<file path="config.mk">
export PLATFORM = sky130hd
export DESIGN_NAME = wkup_src_ctrl
export DESIGN_NICKNAME = d
export VERILOG_FILES = /design/src/rtl/wkup_pkg.sv /design/src/rtl/wkup_sync.sv /design/src/rtl/wkup_edge.sv /design/src/rtl/wkup_regs.sv /design/src/rtl/wkup_route.sv /design/src/rtl/wkup_src_ctrl.sv
export SDC_FILE = /design/constraint.sdc
export NUM_CORES = 1
export LEC_CHECK = 0
export BUFFER_PORTS_ARGS = -buffer_cell sky130_fd_sc_hd__buf_2
export CAP_MARGIN = 20
export CORE_MARGIN = 5
export CORE_UTILIZATION = 45
export CTS_CLUSTER_DIAMETER = 200
export DETAILED_ROUTE_END_ITERATION = 10
export GPL_ROUTABILITY_DRIVEN = 0
export PLACE_DENSITY_LB_ADDON = 0.12
export SYNTH_ARGS = -nofsm -noshare
export SYNTH_HDL_FRONTEND = slang
export SYNTH_SLANG_ARGS = --single-unit
</file>
<file path="constraint.sdc">
create_clock -name clk -period 0.9 [get_ports clk]
set_clock_uncertainty 0.05 [all_clocks]
set_input_delay 0.045 -clock clk [delete_from_list [all_inputs] [get_ports clk]]
set_output_delay 0.045 -clock clk [all_outputs]
set_load 0.02 [all_outputs]
</file>
<file path="src/rtl/wkup_pkg.sv">
package wkup_pkg;
  typedef enum logic [1:0] {
    PM_RUN      = 2'd0,
    PM_STOP     = 2'd1,
    PM_STANDBY  = 2'd2,
    PM_SHUTDOWN = 2'd3
  } pmode_e;

  typedef enum logic [1:0] {
    SRC_PIN   = 2'd0,
    SRC_RADIO = 2'd1,
    SRC_VDET  = 2'd2
  } src_kind_e;

  localparam int VDET_BIT  = 8;
  localparam int RADIO_BIT = 11;

  localparam logic [1:0] ADDR_EN   = 2'd0;
  localparam logic [1:0] ADDR_POL  = 2'd1;
  localparam logic [1:0] ADDR_FLAG = 2'd2;

  function automatic logic may_wake(input logic [1:0] mode, input src_kind_e kind);
    case (kind)
      SRC_PIN:   may_wake = (mode != PM_RUN);
      SRC_RADIO: may_wake = (mode == PM_STANDBY);
      default:   may_wake = (mode == PM_STOP) || (mode == PM_STANDBY);
    endcase
  endfunction

  function automatic logic may_irq(input logic [1:0] mode, input src_kind_e kind);
    case (kind)
      SRC_PIN:   may_irq = 1'b1;
      SRC_RADIO: may_irq = 1'b0;
      default:   may_irq = (mode != PM_SHUTDOWN);
    endcase
  endfunction
endpackage

</file>
<file path="src/rtl/wkup_sync.sv">
module wkup_sync #(
  parameter int W      = 1,
  parameter int STAGES = 2
) (
  input  logic         clk,
  input  logic         rst,
  input  logic [W-1:0] d_i,
  output logic [W-1:0] q_o
);
  logic [W-1:0] stage_q [STAGES];

  always_ff @(posedge clk) begin
    if (rst) begin
      for (int i = 0; i < STAGES; i++) stage_q[i] <= '0;
    end else begin
      stage_q[0] <= d_i;
      for (int i = 1; i < STAGES; i++) stage_q[i] <= stage_q[i-1];
    end
  end

  assign q_o = stage_q[STAGES-1];
endmodule

</file>
<file path="src/rtl/wkup_edge.sv">
module wkup_edge (
  input  logic clk,
  input  logic rst,
  input  logic lvl_i,
  input  logic pol_i,
  output logic edge_o
);
  logic hist_q;
  logic pol_q;
  logic lvl_eff;

  // Polarity folded into the level: a falling input becomes a rising lvl_eff.
  assign lvl_eff = lvl_i ^ pol_i;

  // History is refreshed every cycle with the new polarity; a polarity
  // change masks the detector for that cycle so the fold cannot fake an edge.
  always_ff @(posedge clk) begin
    if (rst) begin
      hist_q <= 1'b0;
      pol_q  <= 1'b0;
    end else begin
      hist_q <= lvl_eff;
      pol_q  <= pol_i;
    end
  end

  assign edge_o = (pol_i == pol_q) && lvl_eff && !hist_q;
endmodule

</file>
<file path="src/rtl/wkup_regs.sv">
module wkup_regs
  import wkup_pkg::*;
#(
  parameter int NPIN = 3,
  parameter int DW   = 16
) (
  input  logic            clk,
  input  logic            rst,
  input  logic            wr_i,
  input  logic [1:0]      addr_i,
  input  logic [DW-1:0]   wdata_i,
  input  logic [NPIN+1:0] set_i,
  output logic [DW-1:0]   en_o,
  output logic [DW-1:0]   pol_o,
  output logic [NPIN+1:0] flags_o,
  output logic [DW-1:0]   rdata_o
);
  localparam int NS         = NPIN + 2;
  localparam int PIN_MASK_I = (1 << NPIN) - 1;
  localparam int EN_MASK_I  = PIN_MASK_I | (1 << VDET_BIT) | (1 << RADIO_BIT);
  localparam int POL_MASK_I = PIN_MASK_I | (1 << RADIO_BIT);
  localparam logic [DW-1:0] EN_MASK  = EN_MASK_I[DW-1:0];
  localparam logic [DW-1:0] POL_MASK = POL_MASK_I[DW-1:0];

  logic [DW-1:0] en_q, pol_q;
  logic [NS-1:0] flag_q;
  logic [NS-1:0] clr;
  logic [DW-1:0] flag_view;

  // Register bit layout -> packed flag order {vdet, radio, pins}.
  assign clr = (wr_i && addr_i == ADDR_FLAG)
             ? {wdata_i[VDET_BIT], wdata_i[RADIO_BIT], wdata_i[NPIN-1:0]}
             : '0;

  always_comb begin
    flag_view            = '0;
    flag_view[NPIN-1:0]  = flag_q[NPIN-1:0];
    flag_view[RADIO_BIT] = flag_q[NPIN];
    flag_view[VDET_BIT]  = flag_q[NPIN+1];
  end

  always_ff @(posedge clk) begin
    if (rst) begin
      en_q    <= '0;
      pol_q   <= '0;
      flag_q  <= '0;
      rdata_o <= '0;
    end else begin
      if (wr_i && addr_i == ADDR_EN)  en_q  <= wdata_i & EN_MASK;
      if (wr_i && addr_i == ADDR_POL) pol_q <= wdata_i & POL_MASK;
      flag_q <= (flag_q & ~clr) | set_i;
      case (addr_i)
        ADDR_EN:   rdata_o <= en_q;
        ADDR_POL:  rdata_o <= pol_q;
        ADDR_FLAG: rdata_o <= flag_view;
        default:   rdata_o <= '0;
      endcase
    end
  end

  assign en_o    = en_q;
  assign pol_o   = pol_q;
  assign flags_o = flag_q;
endmodule

</file>
<file path="src/rtl/wkup_route.sv">
module wkup_route
  import wkup_pkg::*;
#(
  parameter int NPIN = 3
) (
  input  logic            clk,
  input  logic            rst,
  input  logic [1:0]      mode_i,
  input  logic [NPIN+1:0] flags_i,
  output logic            wake_o,
  output logic            irq_o
);
  localparam int NS = NPIN + 2;

  logic [NS-1:0] wake_mask, irq_mask;

  for (genvar s = 0; s < NS; s++) begin : g_mask
    localparam src_kind_e KIND = (s < NPIN) ? SRC_PIN :
                                 (s == NPIN) ? SRC_RADIO : SRC_VDET;
    assign wake_mask[s] = may_wake(mode_i, KIND);
    assign irq_mask[s]  = may_irq(mode_i, KIND);
  end

  always_ff @(posedge clk) begin
    if (rst) begin
      wake_o <= 1'b0;
      irq_o  <= 1'b0;
    end else begin
      wake_o <= |(flags_i & wake_mask);
      irq_o  <= |(flags_i & irq_mask);
    end
  end
endmodule

</file>
<file path="src/rtl/wkup_src_ctrl.sv">
module wkup_src_ctrl
  import wkup_pkg::*;
#(
  parameter int NPIN = 3,
  parameter int DW   = 16
) (
  input  logic            clk,
  input  logic            rst,
  input  logic [NPIN-1:0] pin_i,
  input  logic            radio_busy_i,
  input  logic            radio_active_i,
  input  logic            vdet_below_i,
  input  logic [1:0]      pmode_i,
  input  logic            reg_wr_i,
  input  logic [1:0]      reg_addr_i,
  input  logic [DW-1:0]   reg_wdata_i,
  output logic [DW-1:0]   reg_rdata_o,
  output logic            wake_o,
  output logic            irq_o,
  output logic [NPIN+1:0] flags_o
);
  localparam int NS   = NPIN + 2;
  localparam int SYNW = NPIN + 3;

  logic [SYNW-1:0] raw, syn;
  logic [NS-1:0]   lvl, pol_sel, edges, en_src, set_vec;
  logic [DW-1:0]   en_q, pol_q;
  logic            active_s;

  assign raw = {radio_active_i, vdet_below_i, radio_busy_i, pin_i};

  wkup_sync #(.W(SYNW), .STAGES(2)) u_sync (
    .clk(clk), .rst(rst), .d_i(raw), .q_o(syn)
  );

  assign active_s = syn[NPIN+2];
  assign lvl      = syn[NPIN+1:0];
  assign pol_sel  = {1'b0, pol_q[RADIO_BIT], pol_q[NPIN-1:0]};
  assign en_src   = {en_q[VDET_BIT] & active_s, en_q[RADIO_BIT], en_q[NPIN-1:0]};

  for (genvar s = 0; s < NS; s++) begin : g_edge
    wkup_edge u_edge (
      .clk(clk), .rst(rst), .lvl_i(lvl[s]), .pol_i(pol_sel[s]), .edge_o(edges[s])
    );
  end

  assign set_vec = edges & en_src;

  wkup_regs #(.NPIN(NPIN), .DW(DW)) u_regs (
    .clk(clk), .rst(rst), .wr_i(reg_wr_i), .addr_i(reg_addr_i),
    .wdata_i(reg_wdata_i), .set_i(set_vec), .en_o(en_q), .pol_o(pol_q),
    .flags_o(flags_o), .rdata_o(reg_rdata_o)
  );

  wkup_route #(.NPIN(NPIN)) u_route (
    .clk(clk), .rst(rst), .mode_i(pmode_i), .flags_i(flags_o),
    .wake_o(wake_o), .irq_o(irq_o)
  );
endmodule

</file>
==> flow_summary.toml, run 1 <==
[timing]
max_freq_mhz = 1080
drv_slew = 0
finalSetupViolations = 7
period_needed_ns = 0.924
rsz0062_at_grt = "yes"
setup_ws_ns = -0.0243
timing.hold.ws_ns = 0.0514
period_share_pct = 103
hold_viol = 0

[final_layout]
final_nets = 253
antenna_cells = 0
drive_gt1_share_pct = 43.7
instances_no_fill = 270
area_growth_pct = 39.7
design_area_um2 = 2330
regArea_um2 = 880
final_common_cell = "dfxtp_1"
multiInputGateArea_um2 = 837
fillers = 306
layout_common_cells = "29 x dfxtp_1, 24 x buf_4, 22 x buf_2"

[pwr]
totalPowerFinal_uw = 3560
combPwrFrac_pct = 11.4
power_switching_share_pct = 23.4
p_int_uw = 2730
power.share.clock_pct = 34.4
peakVddDrop_mv = 0.940
static-leakage-power_uw = 0.00102
power.density_nw_per_um2 = 1530
seqPwrFrac_pct = 54.2
power.switching_uw = 832

[critical_path]
critPathMaxStageDelay_ns = 0.38
crit_required_ns = 1.03
startpoint_type = "register"
crit_type = "register to register"
end_kind = "register"
worstPathCellList = "nand2b_4 > mux2i_2 > a31o_2"
cp_slowest_cell = "dfxtp_4"
crit_fanout = 4
crit_arrival_ns = 1.05

[die]
die_w_um = 70.9
start_util_pct = 45.9
die_y_um = 70.9
dieArea_um2 = 5030
coreArea_um2 = 3630
rows = 22
io_pins = 52

[yosys]
synth-seq-area-share_pct = 50.4
synthCells = 160
synth-seq-cells = 42
ys_warn_count = 0
syn_area_per_cell_um2 = 10.4
ys_types = 25
netlist_area_um2 = 1670

[cts]
cts.sinks = 42
cts_tree = "built"
clk_latency_ns = 0.29
cts_max_level = 2
clockBufferDepth = 2
numCtsBuffers = 5
root_buffer = "clkbuf_8"
path_clk_slew_ns = 0.08

[global_routing]
antenna_found_initial = 0
grt_pass1_vias = 1255
overflow = 0
grt_max_degree = 18
grt_pass1_wl_mm = 5.78
grt_util_all_layers_pct = 14.5

[placement]
preCtsSetupSlack_ns = -0.119
place_area_um2 = 2020
post-dp-hpwl_mm = 2.42
place_inst = 250
io_buffers = 29

[flow_run]
drv_cap = 0

[detailed_routing]
wire_per_inst_um = 12.5
vias_per_cell = 4.66
drt_first_pass_iters = 4
drc_errors = 0
wl_mm = 3.37
drt_iter0_drc = 74
ant_nets = 0
via_count = 1259

[run_status]
violations = "negative setup slack"
status = "finished, violations left"

[min_path]
hold_class = "input port to register"
-- power groups by stage --
stage               sequential (uW)  combinational, uW  clock [uW]
finish                         1930                405        1230
CTS                            1930                395        1290
global route                   1930                447        1370
global placement               1990                347           0
detailed placement             1990                353           0
floorplan                      1990                260           0
-- worst max-delay path, delay by kind of cell, from the launching register on --
kind | cells | cell delay, ns
AND/OR/NAND/NOR | 1 | 0.13
flip-flops | 1 | 0.38
multiplexers | 1 | 0.06
AO/OA/AOI/OAI | 1 | 0.19
-- cells by family after synthesis --
logic type / share of synthesized area, %
buffers and inverters: 7.95
DFF: 50.4
other: 0.225
adders and majority gates: 2.25
and+or+nand+nor: 19.7
AOI/OAI and AO/OA: 8.70
muxes: 10.8
-- cell usage after synthesis (all sizes together) --
| master | instances | area [um2] |
|---|---|---|
| and3b | 1 | 8.76 |
| a22oi | 1 | 7.51 |
| nand3b | 1 | 7.51 |
| nand4b | 1 | 8.76 |
| clkbuf | 1 | 3.75 |
| conb | 1 | 3.75 |
| a21oi | 10 | 50.1 |
| inv | 2 | 7.51 |
| ha | 3 | 37.5 |
| dfxtp | 42 | 841 |
| o21a | 1 | 7.51 |
| buf | 17 | 121 |
| nor3b | 1 | 18.8 |
| nand2b | 13 | 81.3 |
| a2bb2oi | 4 | 35.0 |
| and2b | 1 | 7.51 |
| a21bo | 1 | 10.0 |
| nor3 | 2 | 10.0 |
| nor2b | 17 | 106 |
| a31o | 4 | 35.0 |
| nor2 | 18 | 80.1 |
| mux2i | 18 | 180 |
-- flip-flops by register name, indices dropped and copies added, names as in the netlist --
signal and flops:
u_regs.flags_o 5, u_regs.rdata_o 5, u_route.wake_o 1, g_edge.u_edge.pol_q 4, u_regs.en_o 5, u_sync.stage_q 12
u_regs.pol_o 4, g_edge.u_edge.hist_q 5, u_route.irq_o 1
-- path summary, 6_finish.rpt --
kind	startpoint	to	slack, ns	depth (start not counted)
setup / recovery	u_regs.pol_o[1]	u_regs.flags_o[1]	-0.02	3
hold / removal	reg_addr_i[0]	u_regs.rdata_o[8]	0.05	3
setup reg to reg	u_regs.pol_o[1]	u_regs.flags_o[1]	-0.02	3
hold reg to reg	u_sync.stage_q[0][0]	u_sync.stage_q[0][6]	0.38	1
-- through the flow --
| step | TNS (ns) | util (%) |
|---|---|---|
| 4_1_cts | -0.0960 | 63.1 |
| 5_1_grt | -0.549 | 64.2 |
| 2_1_floorplan | -0.129 | - |
| 3_5_place_dp | -1.45 | 55.6 |
| 3_3_place_gp | -1.23 | 55.6 |
| 6_report | -0.0488 | 64.2 |
-- per-layer routing --
metal  vias to the layer above  track usage, %  share of wire, %
met4                         0            6.47               2.4
met5                         -               0                 0
met1                       580            17.6                42
li1                        632               -                 -
met3                         8            4.97               6.5
met2                        39            23.3                49
-- final cells by class --
class | count | share of cell area, %
repair buffers | 62 | 19.6
clock inverters | 1 | 0.215
multi-input cells | 108 | 35.9
clock buffers | 7 | 3.70
well taps | 48 | 2.58
inverters | 2 | 0.322
flip-flops and latches | 42 | 37.7
-- timing repair --
| item | 4_1_cts | 5_1_grt |
|---|---|---|
| hold buffers | 11 | 0 |
| setup buffers | 1 | 0 |
| pin swaps | 0 | 1 |
| setup endpoints to repair | 11 | 18 |
| cloned | 0 | 0 |
| hold endpoints to repair | 16 | 0 |
| gates resized for setup | 22 | 10 |
Note: power is estimated with default switching activity, not from simulation.
==> run 2: changes to the inputs <==
Settings changed: PLACE_DENSITY set to 0.7, PLACE_DENSITY_LB_ADDON 0.12 to not set.
==> run 2 against run 1 <==
Effect of this change:
- the run still ends with negative setup slack left
- clock power barely moved
- largest cell class unchanged
- total power decreased by 0.15%
- utilization shrank 0.65 points
- cell area shrank 1.0%
- register-to-register slack about the same
- fmax shrank 0.13%
- routed wire length is essentially flat
- hold slack better by 0.024 ns
- combinational power hardly changed
- setup slack lost 0.0013 ns
- non-clock buffer count is 1 lower
- sequential power is essentially flat
==> flow_summary.toml, run 2 (same netlist as run 1, synthesis figures left out) <==
[critical_path]
crit_family = "flip-flops"
critPathMaxStageDelay_ns = 0.38
rrSetupSlack_ns = -0.03
cp_slowest_cell = "dfxtp_4"
r2r_start = "u_regs.pol_o[11]"
crit_required_ns = 1.03
worstPathCellList = "nand2b_4 > mux2i_1 > a31o_2"
reg2reg_depth = 3
crit_arrival_ns = 1.06
end_kind = "register"
startpoint_type = "register"
critical_path_buf_inv_count = 0
rr_endpoint = "u_regs.flags_o[3]"
crit_type = "register to register"
crit_fanout = 4

[pwr]
power.density_nw_per_um2 = 1540
static-leakage-power_uw = 0.00101
totalPowerFinal_uw = 3550
peakVddDrop_mv = 1.09

[final_layout]
top_register = "u_sync.stage_q"
antenna_cells = 0
layout_common_cells = "29 x dfxtp_1, 24 x buf_2, 21 x buf_4"
final_common_cell = "dfxtp_1"
fillers = 305
area_growth_pct = 38.3
instances_no_fill = 269
drive_gt1_share_pct = 42.5
largest_register_ff_count = 12
final_nets = 252

[run_status]
status = "finished, violations left"
violations = "negative setup slack"

[cts]
cts_tree = "built"
clockBufferDepth = 2
cts.sinks = 42
clk_latency_ns = 0.29
cts_max_level = 2
path_clk_slew_ns = 0.08
root_buffer = "clkbuf_8"
numCtsBuffers = 5

[detailed_routing]
wl_met1_mm = 1.42
route.top_layer_used = "met4"
vias_per_cell = 4.68
wl_met3_um = 191
drt_iter0_drc = 53
wire_per_inst_um = 12.5
drt_first_pass_iters = 4
wl_mm = 3.37
route.met2.wl_mm = 1.70
drc_errors = 0
via_count = 1258
ant_nets = 0

[timing]
period_needed_ns = 0.926
hold_viol = 0
max_freq_mhz = 1080
drv_slew = 0
rsz0062_at_grt = "yes"
period_share_pct = 103
setup_ws_ns = -0.0256
finalSetupViolations = 4

[global_routing]
grt_max_degree = 19
grt_pass1_vias = 1292
overflow = 0
grt_pass1_wl_mm = 5.62
grt_util_all_layers_pct = 14.1
antenna_found_initial = 0

[die]
io_pins = 52
dieArea_um2 = 5030
die_y_um = 70.9
start_util_pct = 45.9
die_w_um = 70.9
coreArea_um2 = 3630
rows = 22

[min_path]
holdCritStartpoint = "rst"
min_path_cells = 2
min_to = "u_sync.stage_q[0][2]"
hold_class = "input port to register"

[placement]
place_inst = 247
post-dp-hpwl_mm = 2.37
io_buffers = 29

[flow_run]
drv_cap = 0
[run 2: cell count changes in the layout (fill, tap and decap cells not counted), sizes merged]
cell,previous run,this run
buf,51,50
[run 2: power by group]
part	total, uW	switching (uW)	internal (uW)
sequential	1930	32.9	1900
clock	1220	605	619
combinational	402	193	209
total	3550	831	2720
[run 2: how the worst max path moves through the flow]
| stage | start | to | slack [ns] | depth (start not counted) |
|---|---|---|---|---|
| floorplan | reg_addr_i[0] | u_regs.en_o[0] | -0.03 | 4 |
| CTS | u_sync.stage_q[0][8] | u_regs.flags_o[2] | -0.02 | 3 |
| detailed placement | reg_addr_i[0] | u_regs.pol_o[0] | -0.11 | 5 |
| global placement | reg_addr_i[0] | u_regs.pol_o[0] | -0.11 | 5 |
| finish | u_regs.pol_o[11] | u_regs.flags_o[3] | -0.03 | 3 |
| global route | u_regs.pol_o[0] | u_regs.flags_o[0] | -0.04 | 3 |
[run 2: final cells by class]
cell class	instances	area (um2)	share of cell area (%)
well taps	48	60.1	2.60
inverters	2	7.51	0.325
clock inverters	1	5.00	0.217
clock buffers	7	86.3	3.74
repair buffers	61	444	19.2
flip-flops and latches	42	877	38.0
multi-input cells	108	828	35.9
[run 2: per-layer routing]
| metal | track usage, % | vias up |
|---|---|---|
| met3 | 4.12 | 5 |
| met1 | 15.7 | 590 |
| met2 | 24.5 | 34 |
| met4 | 6.89 | 0 |
| met5 | 0 | - |
| li1 | - | 629 |
[run 2: worst register-to-register path, cell delays in order (launching register included)]
cell      delay [ns]
dfxtp_4         0.38
nand2b_4        0.13
mux2i_1         0.06
a31o_2          0.20
[run 2: stage by stage]
| stage | area [um2] | TNS, ns | utilization [%] | worst slack, ns | hold WS, ns |
|---|---|---|---|---|---|
| after floorplan | 1790 | -0.129 | - | -0.0260 | 0.123 |
| after global placement | 2000 | -1.20 | 55.0 | -0.107 | 0.203 |
| after detailed placement | 2000 | -1.47 | 55.0 | -0.106 | 0.209 |
| after CTS | 2270 | -0.103 | 62.4 | -0.0237 | 0.0707 |
| after global routing | 2310 | -0.396 | 63.5 | -0.0442 | 0.0991 |
| final | 2310 | -0.0631 | 63.5 | -0.0256 | 0.0750 |
[run 2: what timing repair did]
action | CTS | global route
hold buffers | 11 | 0
hold endpoints to repair | 14 | 0
resized for setup | 17 | 10
setup buffers | 3 | 0
setup endpoints to repair | 10 | 18
pin swaps | 0 | 0
